`src/rtl/vm_pkg.sv`:
```
package vm_pkg;
  localparam int VEC_W_DEF = 128;
  localparam int OP_W      = 4;
  localparam int IDX_W     = 4;

  typedef enum logic [OP_W-1:0] {
    OP_MH_B = 4'd0,  OP_MH_H = 4'd1,  OP_MH_W = 4'd2,
    OP_ML_B = 4'd3,  OP_ML_H = 4'd4,  OP_ML_W = 4'd5,
    OP_UH_B = 4'd6,  OP_UH_H = 4'd7,
    OP_UL_B = 4'd8,  OP_UL_H = 4'd9,
    OP_SP_B = 4'd10, OP_SP_H = 4'd11, OP_SP_W = 4'd12
  } vm_op_e;

  // Bit position of the top bit of lane 'lane' of width 'w' in a vector of 'vw' bits
  function automatic int lane_top(int vw, int lane, int w);
    return vw - 1 - lane * w;
  endfunction

  function automatic logic op_known(logic [OP_W-1:0] o);
    return o <= OP_SP_W;
  endfunction
endpackage

```
`src/rtl/vm_merge.sv`:
```
module vm_merge #(
  parameter int VEC_W = vm_pkg::VEC_W_DEF
) (
  input  logic [VEC_W-1:0]      a,
  input  logic [VEC_W-1:0]      b,
  output logic [2:0][VEC_W-1:0] hi_out,
  output logic [2:0][VEC_W-1:0] lo_out
);
  import vm_pkg::*;

  for (genvar g = 0; g < 3; g++) begin : g_width
    localparam int W    = 8 << g;
    localparam int N    = VEC_W / W;
    localparam int HALF = N / 2;
    for (genvar i = 0; i < HALF; i++) begin : g_lane
      assign hi_out[g][lane_top(VEC_W, 2*i, W)   -: W] = a[lane_top(VEC_W, i, W) -: W];
      assign hi_out[g][lane_top(VEC_W, 2*i+1, W) -: W] = b[lane_top(VEC_W, i, W) -: W];
      assign lo_out[g][lane_top(VEC_W, 2*i, W)   -: W] = a[lane_top(VEC_W, HALF+i, W) -: W];
      assign lo_out[g][lane_top(VEC_W, 2*i+1, W) -: W] = b[lane_top(VEC_W, HALF+i, W) -: W];
    end
  end
endmodule

```
`src/rtl/vm_unpack.sv`:
```
module vm_unpack #(
  parameter int VEC_W = vm_pkg::VEC_W_DEF
) (
  input  logic [VEC_W-1:0]      b,
  output logic [1:0][VEC_W-1:0] hi_out,
  output logic [1:0][VEC_W-1:0] lo_out
);
  import vm_pkg::*;

  for (genvar g = 0; g < 2; g++) begin : g_width
    localparam int W    = 8 << g;
    localparam int N    = VEC_W / W;
    localparam int HALF = N / 2;
    for (genvar j = 0; j < HALF; j++) begin : g_lane
      localparam int TH = lane_top(VEC_W, j, W);
      localparam int TL = lane_top(VEC_W, HALF + j, W);
      assign hi_out[g][lane_top(VEC_W, j, 2*W) -: 2*W] = {{W{b[TH]}}, b[TH -: W]};
      assign lo_out[g][lane_top(VEC_W, j, 2*W) -: 2*W] = {{W{b[TL]}}, b[TL -: W]};
    end
  end
endmodule

```
`src/rtl/vm_splat.sv`:
```
module vm_splat #(
  parameter int VEC_W = vm_pkg::VEC_W_DEF,
  parameter int IDX_W = vm_pkg::IDX_W
) (
  input  logic [VEC_W-1:0]      b,
  input  logic [IDX_W-1:0]      idx,
  output logic [2:0][VEC_W-1:0] sp_out
);
  for (genvar g = 0; g < 3; g++) begin : g_width
    localparam int W  = 8 << g;
    localparam int N  = VEC_W / W;
    localparam int SB = $clog2(N);
    logic [SB-1:0]    sel;
    logic [VEC_W-1:0] shifted;
    logic [W-1:0]     elem;
    always_comb begin
      sel     = idx[SB-1:0];
      shifted = b << (int'(sel) * W);
      elem    = shifted[VEC_W-1 -: W];
    end
    assign sp_out[g] = {N{elem}};
  end
endmodule

```
`src/rtl/vec_merge_unit.sv`:
```
module vec_merge_unit #(
  parameter int VEC_W = vm_pkg::VEC_W_DEF
) (
  input  logic                     clk,
  input  logic                     rst,
  input  logic                     in_valid,
  input  logic [vm_pkg::OP_W-1:0]  op,
  input  logic [vm_pkg::IDX_W-1:0] idx,
  input  logic [VEC_W-1:0]         src_a,
  input  logic [VEC_W-1:0]         src_b,
  output logic                     out_valid,
  output logic [VEC_W-1:0]         result,
  output logic                     illegal
);
  import vm_pkg::*;

  logic [2:0][VEC_W-1:0] mrg_hi, mrg_lo, spl;
  logic [1:0][VEC_W-1:0] upk_hi, upk_lo;
  logic [VEC_W-1:0]      nxt_result;
  logic                  op_legal;
  logic                  nxt_illegal;

  vm_merge  #(.VEC_W(VEC_W)) u_merge  (.a(src_a), .b(src_b), .hi_out(mrg_hi), .lo_out(mrg_lo));
  vm_unpack #(.VEC_W(VEC_W)) u_unpack (.b(src_b), .hi_out(upk_hi), .lo_out(upk_lo));
  vm_splat  #(.VEC_W(VEC_W), .IDX_W(IDX_W)) u_splat (.b(src_b), .idx(idx), .sp_out(spl));

  assign op_legal    = op_known(op);
  assign nxt_illegal = in_valid && !op_legal;

  always_comb begin
    nxt_result = '0;
    case (op)
      OP_MH_B: nxt_result = mrg_hi[0];
      OP_MH_H: nxt_result = mrg_hi[1];
      OP_MH_W: nxt_result = mrg_hi[2];
      OP_ML_B: nxt_result = mrg_lo[0];
      OP_ML_H: nxt_result = mrg_lo[1];
      OP_ML_W: nxt_result = mrg_lo[2];
      OP_UH_B: nxt_result = upk_hi[0];
      OP_UH_H: nxt_result = upk_hi[1];
      OP_UL_B: nxt_result = upk_lo[0];
      OP_UL_H: nxt_result = upk_lo[1];
      OP_SP_B: nxt_result = spl[0];
      OP_SP_H: nxt_result = spl[1];
      OP_SP_W: nxt_result = spl[2];
      default: nxt_result = '0;
    endcase
  end

  always_ff @(posedge clk) begin
    if (rst) begin
      out_valid <= 1'b0;
      illegal   <= 1'b0;
      result    <= '0;
    end else begin
      out_valid <= in_valid;
      illegal   <= nxt_illegal;
      result    <= in_valid ? nxt_result : '0;
    end
  end
endmodule

```
`config.mk`:
```
export PLATFORM = sky130hd
export DESIGN_NAME = vec_merge_unit
export DESIGN_NICKNAME = d
export VERILOG_FILES = /design/src/rtl/vm_pkg.sv /design/src/rtl/vm_merge.sv /design/src/rtl/vm_unpack.sv /design/src/rtl/vm_splat.sv /design/src/rtl/vec_merge_unit.sv
export SDC_FILE = /design/constraint.sdc
export NUM_CORES = 1
export LEC_CHECK = 0
export BUFFER_PORTS_ARGS = -buffer_cell sky130_fd_sc_hd__buf_4
export CELL_PAD_IN_SITES_DETAIL_PLACEMENT = 1
export CELL_PAD_IN_SITES_GLOBAL_PLACEMENT = 2
export CORE_UTILIZATION = 28
export CTS_CLUSTER_SIZE = 25
export DETAILED_ROUTE_END_ITERATION = 10
export PLACE_DENSITY_LB_ADDON = 0.1
export SYNTH_ARGS = -nofsm -noshare
export SYNTH_HDL_FRONTEND = slang
export SYNTH_SLANG_ARGS = --single-unit
```
`constraint.sdc`:
```
create_clock -name clk -period 1.95 [get_ports clk]
set_clock_uncertainty 0.1 [all_clocks]
set_input_delay 0 -clock clk [delete_from_list [all_inputs] [get_ports clk]]
set_output_delay 0 -clock clk [all_outputs]
set_load 0.01 [all_outputs]
```
==> results of run 1 <==
[registers in the layout, summed over array words and instances, names as in the netlist]
signal	flops
illegal	1
out_valid	1
result	128
[worst max path at each step]
stage	from	endpoint	slack (ns)	cells past startpoint
after global placement	idx[1]	result[85]	-0.27	8
after CTS	op[3]	result[58]	0.02	8
after global routing	src_b[102]	result[110]	-0.02	7
final	src_b[56]	result[120]	-0.007	8
after floorplan	idx[0]	result[75]	0.10	6
after detailed placement	idx[1]	result[88]	-0.28	8
[area by class of cell]
class	count	area [um^2]
clock inverters	12	110
fillers	4769	21500
clock buffers	19	443
flip-flops and latches	130	2600
well taps	539	674
inverters	5	18.8
repair buffers	906	7980
multi-input cells	988	8740
diodes	1	2.50
[layer usage]
layer,part of all wire (%),up-vias,wire length [um],track usage [%]
li1,-,6865,-,-
met3,9.0,160,6970,7.89
met5,0.010,-,8,0
met2,46,937,35800,56.0
met1,42,8064,32800,46.5
met4,3.0,2,2320,11.5
[cells by family after synthesis]
family / share of synthesized area, %
flops: 21.7
compound gates: 38.8
xor+xnor: 0.0731
buf+inv: 6.56
mux: 23.7
simple gates: 9.19
[Yosys cell counts (all sizes together) (13+ instances only)]
master | count | share of area [%]
a21oi | 168 | 7.0
a22oi | 136 | 8.5
dfxtp | 130 | 22
buf | 82 | 4.2
mux4 | 79 | 15
mux2i | 73 | 6.1
clkbuf | 70 | 2.2
a22o | 60 | 4.4
nor2 | 48 | 1.5
o22ai | 41 | 2.1
nand2 | 39 | 1.2
a221oi | 37 | 3.3
a211oi | 35 | 3.4
mux2 | 28 | 2.7
nor3 | 26 | 1.3
nor2b | 20 | 1.0
a2111oi | 19 | 1.6
a221o | 16 | 1.3
a31oi | 15 | 0.78
a32oi | 15 | 1.1
and2 | 14 | 0.73
o2bb2ai | 13 | 0.95
[critical path: stages]
cell and delay (ns):
dlygate4sd3_1 0.56, buf_6 0.14, mux2_2 0.26, a222oi_1 0.48, a221oi_2 0.20, a211oi_2 0.26, buf_4 0.21, a21oi_1 0.07
[per-stage QoR]
stage | TNS (ns) | cell area, um^2 | util [%] | std cells | total power (W)
after floorplan | 0 | 12000 | - | 1275 | 0.00461
after global placement | -16.49 | 17400 | 41.3 | 2323 | 0.00662
after detailed placement | -19.06 | 17400 | 41.3 | 2323 | 0.00665
after CTS | 0 | 20300 | 48.3 | 2591 | 0.0103
after global routing | -0.0153 | 20600 | 48.9 | 2599 | 0.0108
final | -0.00904 | 20600 | 48.9 | 2600 | 0.0104
[power groups by stage]
| stage | Combinational (W) | Clock [W] | Sequential (W) |
|---|---|---|---|
| 4_1_cts | 0.00419 | 0.00327 | 0.00284 |
| 3_3_place_gp | 0.00372 | 0 | 0.00290 |
| 6_report | 0.00435 | 0.00320 | 0.00284 |
| 2_1_floorplan | 0.00166 | 0 | 0.00295 |
| 3_5_place_dp | 0.00375 | 0 | 0.00290 |
| 5_1_grt | 0.00454 | 0.00338 | 0.00285 |
[what timing repair did]
item                       in CTS  in global routing
setup endpoints to repair       0                 49
hold endpoints to repair      124                  3
setup buffers                   0                 16
hold buffers                  237                  3
gates resized for setup         0                 61
==> results.cfg, run 1 <==
[run_status]
status = complete, but fails checks
violations = negative hold slack, negative setup slack

[worst_setup_path]
start_kind = input pin
path_max_fanout = 4
path_class = in -> reg
critPathCaptureType = flop
critPathRequiredTime_ns = 2.19
critPathArrivalTime_ns = 2.20

[power_and_ir_drop]
combPwrFrac_pct = 41.9
vdd_drop_max_mv = 0.622
p_leak_nw = 8.60
power.density_mw_per_mm2 = 505
p_clk_share_pct = 30.8
power.internal_w = 0.00675
p_sw_share_pct = 35.1
switching_power_w = 0.00365
p_seq_share_pct = 27.4

[floorplanning]
die_area_mm2 = 0.0436
rows = 75
die_h_um = 209
die_x_um = 209
num_io_pins = 397
start_util_pct = 28.5
design.core.area_mm2 = 0.0420

[routing]
wl_um = 77900
ant_nets = 0
first_pass_iters = 7
drc_errors = 0
vias = 16000
wl_per_cell_um = 29.9
drt_iter0_markers = 1563
via_per_inst = 6.16

[sta]
hold_ws_ns = -0.0591
min_period_over_period_pct = 100
slew_headroom_pct = 15.9
worst_slack_ns = -0.00691
hold_viol = 4
setup_viol = 2
max_slew.worst_pin.slew_ns = 1.25
min_period_ns = 1.96
final-max-slew-violation-count = 0
fmax_ghz = 0.511

[synth]
synth_cell_types = 70
netlist_area_mm2 = 0.0120
synthFlopType = dfxtp_1
synth-seq-area-share_pct = 21.7
synth_nets = 1542
synth_edf_count = 0
ys_ff_latch = 130
synth_cells = 1275
synthArstFlopShare_pct = 0
synth_area_per_cell_um2 = 9.40
ys_warn_count = 0

[clock_tree]
clockBufferDepth = 2
numCtsBuffers = 17
clkTransAtPathRegs_ns = 0.06
clkSinkCount = 130
tritoncts = built
cts_max_level = 4
cts_root_buf = clkbuf_16

[finish]
drive_gt1_share_pct = 43.4
final_common_cell = buf_4
mostFrequentLayoutCells = buf_4, dlygate4sd3_1, a21oi_1
nets = 2315
area_growth_pct = 71.7

[min_path]
min_path_cells = 3
worstHoldStart = src_b[6]
hold_end = result[6]
holdCritPathClass = in -> reg

[flow_run]
cap_violations = 0

[global_routing]
first_global_vias = 16800
grt_max_degree = 71
antenna_found_initial = 1
grt_pass1_wl_um = 113000
grtUsageTotal_pct = 35.0
grt_overflow = 0

[placement]
gp_congestion = 0.924
port_buffers = 396
dpl_worst_slack_ns = -0.278
hpwl_um = 58200
No activity file was read; power rests on OpenSTA's default activity.
==> run 2: changes to the inputs <==
Settings changed: PLACE_DENSITY set to 0.9, PLACE_DENSITY_LB_ADDON 0.1 to unset.
==> run 2 against run 1 <==
Compared with the run above:
- the flow finishes with violations (negative hold slack)
- die area unchanged
- sequential power hardly changed
- via count is 2.4% higher
- clock power up 8.7%
==> results.cfg, run 2 (synthesis results as in run 1) <==
[run_status]
status = complete, but fails checks
violations = negative hold slack

[worst_setup_path]
critPathArrivalTime_ns = 2.18
start_kind = input pin
path_max_fanout = 30
critPathCaptureType = flop
cp-startpoint = op[3]
path_class = in -> reg
critPathRequiredTime_ns = 2.18

[global_routing]
grtUsageTotal_pct = 35.0
first_global_vias = 16800
antenna_found_initial = 3
grt_overflow = 0
grt_pass1_wl_um = 113000
grt_max_degree = 64

[min_path]
min_path_cells = 3
worstHoldStart = src_b[6]
holdCritPathClass = in -> reg
hold_end = result[6]

[clock_tree]
cts_max_level = 4
numCtsBuffers = 17
cts_root_buf = clkbuf_16
clkTransAtPathRegs_ns = 0.08
clkSinkCount = 130
clockBufferDepth = 2
tritoncts = built

[placement]
port_buffers = 396
gp_congestion = 0.978
hpwl_um = 58000
place_area_mm2 = 0.0172

[power_and_ir_drop]
p_sw_share_pct = 35.6
power.internal_w = 0.00684
p_clk_share_pct = 32.8
p_leak_nw = 8.34
p_total_w = 0.0106
vdd_drop_max_mv = 0.607
p_seq_share_pct = 26.8
combPwrFrac_pct = 40.4
switching_power_w = 0.00379
power.density_mw_per_mm2 = 526

[sta]
fmax_ghz = 0.514
slew_headroom_pct = 45.5
hold_viol = 2
hold_ws_ns = -0.0164
min_period_over_period_pct = 99.9
setup_viol = 0
max_slew.worst_pin.slew_ns = 0.817
final-max-slew-violation-count = 0
min_period_ns = 1.95
tns_ns = 0
grt_setup_unrepaired = true

[finish]
final_common_cell = buf_4
area_growth_pct = 68.5
largest-register = result
drive_gt1_share_pct = 43.6
largest_reg_flops = 128
final_area_mm2 = 0.0202
mostFrequentLayoutCells = buf_4, dlygate4sd3_1, a21oi_1
nets = 2274
largestRegisters = result x128, illegal x1, out_valid x1

[floorplanning]
die_area_mm2 = 0.0436
design.core.area_mm2 = 0.0420
num_io_pins = 397
die_h_um = 209
die_x_um = 209
start_util_pct = 28.5
rows = 75

[routing]
wl_um = 78400
vias = 16400
drt_iter0_markers = 1939
wl_per_cell_um = 30.6
ant_nets = 0
first_pass_iters = 6
via_per_inst = 6.41
drc_errors = 0

[flow_run]
cap_violations = 0
==> run 2: changes by cell type in the layout (fill, tap and decap cells not counted), sizes merged <==
cell / delta
clkinvlp: +3
bufinv: +1
dlygate4sd3: -15
buf: -17
dlymetal6s4s: -9
clkinv: -2
diode: +1
clkbuf: -1
==> run 2: per-layer routing <==
layer,track usage [%],vias up,part of all wire (%)
met5,0,-,0
met4,14.5,0,3.9
met3,8.12,213,10
met2,54.5,1214,45
met1,46.3,8213,41
li1,-,6775,-
==> run 2: stage by stage <==
step | hold slack (ns) | setup WS [ns] | util, % | cells
final | -0.0164 | 0.00263 | 48.0 | 2561
after global routing | 0.00111 | -0.0646 | 48.0 | 2561
after CTS | 0.000319 | 0.0166 | 47.5 | 2554
after detailed placement | 0.154 | -0.295 | 41.0 | 2307
after global placement | 0.152 | -0.245 | 41.0 | 2307
after floorplan | -0.0129 | 0.102 | - | 1275
==> run 2: layout make-up <==
cell class                      count  area (um^2)
Timing Repair Buffer              865         7550
Antenna cell                        2         5.00
Tap cell                          539          674
Fill cell                        4747        21900
Inverter                            5         22.5
Sequential cell                   130         2600
Multi-Input combinational cell    988         8740
Clock inverter                     14          154
Clock buffer                       18          439
==> run 2: power groups by stage <==
stage / registers [W] / logic, W / clock network, W
after floorplan: 0.00295 / 0.00166 / 0
after global placement: 0.00291 / 0.00364 / 0
after detailed placement: 0.00291 / 0.00370 / 0
after CTS: 0.00285 / 0.00411 / 0.00350
after global routing: 0.00286 / 0.00447 / 0.00360
final: 0.00285 / 0.00430 / 0.00348
==> run 2: worst max-delay path by stage <==
stage / end / cells after the start
after CTS: result[98] / 11
after detailed placement: result[55] / 8
after global routing: result[110] / 10
after floorplan: result[75] / 6
after global placement: result[90] / 9
final: result[11] / 10
==> run 2: timing repair <==
item	4_1_cts	5_1_grt
endpoints found under the setup margin	0	33
hold buffers	215	0
endpoints found under the hold margin	114	0
setup buffers	0	10
resized for setup	0	47
==> run 2: worst max-delay path, cell delays in order <==
cell           delay, ns
buf_4               0.15
buf_4               0.18
buf_8               0.19
and2_2              0.27
buf_4               0.18
a22oi_1             0.18
o221ai_1            0.18
dlygate4sd3_1       0.62
a21oi_2             0.13
a21oi_1             0.07
==> run 3: changes to the inputs <==
Settings changed: CORE_ASPECT_RATIO set to 0.7, MAX_ROUTING_LAYER set to met4, SLEW_MARGIN set to 10.
==> run 3 against run 2 <==
Compared with the run above:
- the flow finishes with violations (negative setup slack)
- clock power hardly changed
- flip-flop and latch count stayed put
- largest power group unchanged
- non-clock buffer count is 61 higher
- critical endpoint is now result[46]
- cell area is 3.9% higher
- combinational power is 6.0% higher
==> results.cfg, run 3 (synthesis results as in run 1) <==
[flow_run]
cap_violations = 0

[worst_setup_path]
critPathRequiredTime_ns = 2.25
critPathArrivalTime_ns = 2.30
path_class = in -> reg
start_kind = input pin
path_max_fanout = 12
critPathCaptureType = flop

[floorplanning]
die_area_mm2 = 0.0436
die_x_um = 249
num_io_pins = 397
start_util_pct = 28.4
die_h_um = 175
rows = 63
design.core.area_mm2 = 0.0423

[power_and_ir_drop]
p_leak_nw = 8.63
power.density_mw_per_mm2 = 520
vdd_drop_max_mv = 0.649

[global_routing]
grt_max_degree = 34
grt_pass1_wl_um = 122000
grtUsageTotal_pct = 39.1
grt_overflow = 0
antenna_found_initial = 3
first_global_vias = 17900

[sta]
slew_headroom_pct = 52.7
min_period_ns = 2.00
min_period_over_period_pct = 103
hold_ws_ns = 0.0139
setup_viol = 2
hold_viol = 0
fmax_ghz = 0.499
max_slew.worst_pin.slew_ns = 0.692
final-max-slew-violation-count = 0
grt_setup_unrepaired = true
worst_slack_ns = -0.0530

[placement]
hpwl_um = 59300
gp_congestion = 1.01
port_buffers = 396
dp_cells = 2346
place_area_mm2 = 0.0175

[finish]
largest_reg_flops = 128
drive_gt1_share_pct = 44.4
final_cells = 2636
area_growth_pct = 75.0
multi_input_area_mm2 = 0.00885
final_common_cell = buf_4
largest-register = result
n_fill_cell = 4737
ff_latch_area_mm2 = 0.00260
final_area_mm2 = 0.0210
finish.utilization_pct = 49.6
mostFrequentLayoutCells = buf_4, dlygate4sd3_1, a21oi_1
nets = 2335
largestRegisters = result x128, illegal x1, out_valid x1

[routing]
wl_per_cell_um = 32.4
drt_iter0_markers = 2612
vias = 17400
via_per_inst = 6.60
ant_nets = 0
drc_errors = 0
wl_um = 85400
first_pass_iters = 8

[clock_tree]
cts_max_level = 4
cts_root_buf = clkbuf_16
numCtsBuffers = 17
clkTransAtPathRegs_ns = 0.08
clkSinkCount = 130
tritoncts = built
clockBufferDepth = 2

[min_path]
hold_end = result[110]
worstHoldStart = src_b[126]
holdCritPathClass = in -> reg
min_path_cells = 4

[run_status]
violations = negative setup slack
status = complete, but fails checks
-- run 3: changes by cell type in the layout (fill, tap and decap cells not counted), sizes merged --
cell | before | now
clkbuf | 18 | 17
diode | 2 | 3
bufinv | 2 | 1
dlygate4sd3 | 206 | 243
inv | 7 | 15
clkinv | 3 | 0
dlymetal6s4s | 7 | 4
buf | 652 | 679
clkinvlp | 7 | 4
-- run 3: how the worst max path moves through the flow --
stage | start | to | slack (ns) | cells after the start
6_report | op[1] | result[46] | -0.05 | 9
5_1_grt | op[1] | result[97] | -0.06 | 10
4_1_cts | src_b[6] | result[110] | 0.006 | 9
3_5_place_dp | idx[1] | result[54] | -0.69 | 8
3_3_place_gp | idx[1] | result[54] | -0.69 | 8
2_1_floorplan | idx[0] | result[75] | 0.10 | 6
-- run 3: layout make-up --
type                            count  share of cell area (%)
Multi-Input combinational cell    988                    42.2
Inverter                            5                   0.107
Antenna cell                        3                  0.0358
Clock buffer                       17                    2.03
Timing Repair Buffer              926                    39.2
Tap cell                          552                    3.29
Sequential cell                   130                    12.4
Clock inverter                     15                   0.758
-- run 3: stage by stage --
step / setup WS, ns / TNS [ns] / power [W]
floorplan: 0.102 / 0 / 0.00461
global placement: -0.693 / -19.86 / 0.00666
detailed placement: -0.691 / -22.12 / 0.00669
CTS: 0.00644 / 0 / 0.0106
global route: -0.0599 / -0.238 / 0.0111
finish: -0.0530 / -0.0821 / 0.0109
-- run 3: worst max-delay path, cell delays in order --
cell and delay (ns):
buf_4 0.19, buf_4 0.22, nor2b_4 0.29, buf_4 0.22, a22oi_1 0.11, dlygate4sd3_1 0.61, o22ai_1 0.31, a2111oi_2 0.07
a21oi_1 0.26
-- run 3: routing by layer --
metal  track usage (%)  vias to the layer above  share of wire, %
li1                  -                     6898                 -
met1              47.1                     8660                38
met2              60.3                     1452                46
met3              8.52                      381                10
met4              22.5                        0               6.1
met5                 -                        -                 0
-- run 3: where the power goes --
part | leakage (nW) | switching (W) | internal (W) | total, W
Combinational | 7.29 | 0.00233 | 0.00223 | 0.00456
Clock | 0.280 | 0.00167 | 0.00181 | 0.00349
Sequential | 1.06 | 0.0000631 | 0.00279 | 0.00285
Total | 8.63 | 0.00407 | 0.00683 | 0.0109
-- run 3: timing repair --
action / in CTS / in global routing
gates cloned: 0 / 0
hold buffers: 251 / 2
resized for setup: 1 / 70
setup buffers: 0 / 11
endpoints found under the setup margin: 3 / 45
hold endpoints to repair: 125 / 2
pin swaps: 0 / 11
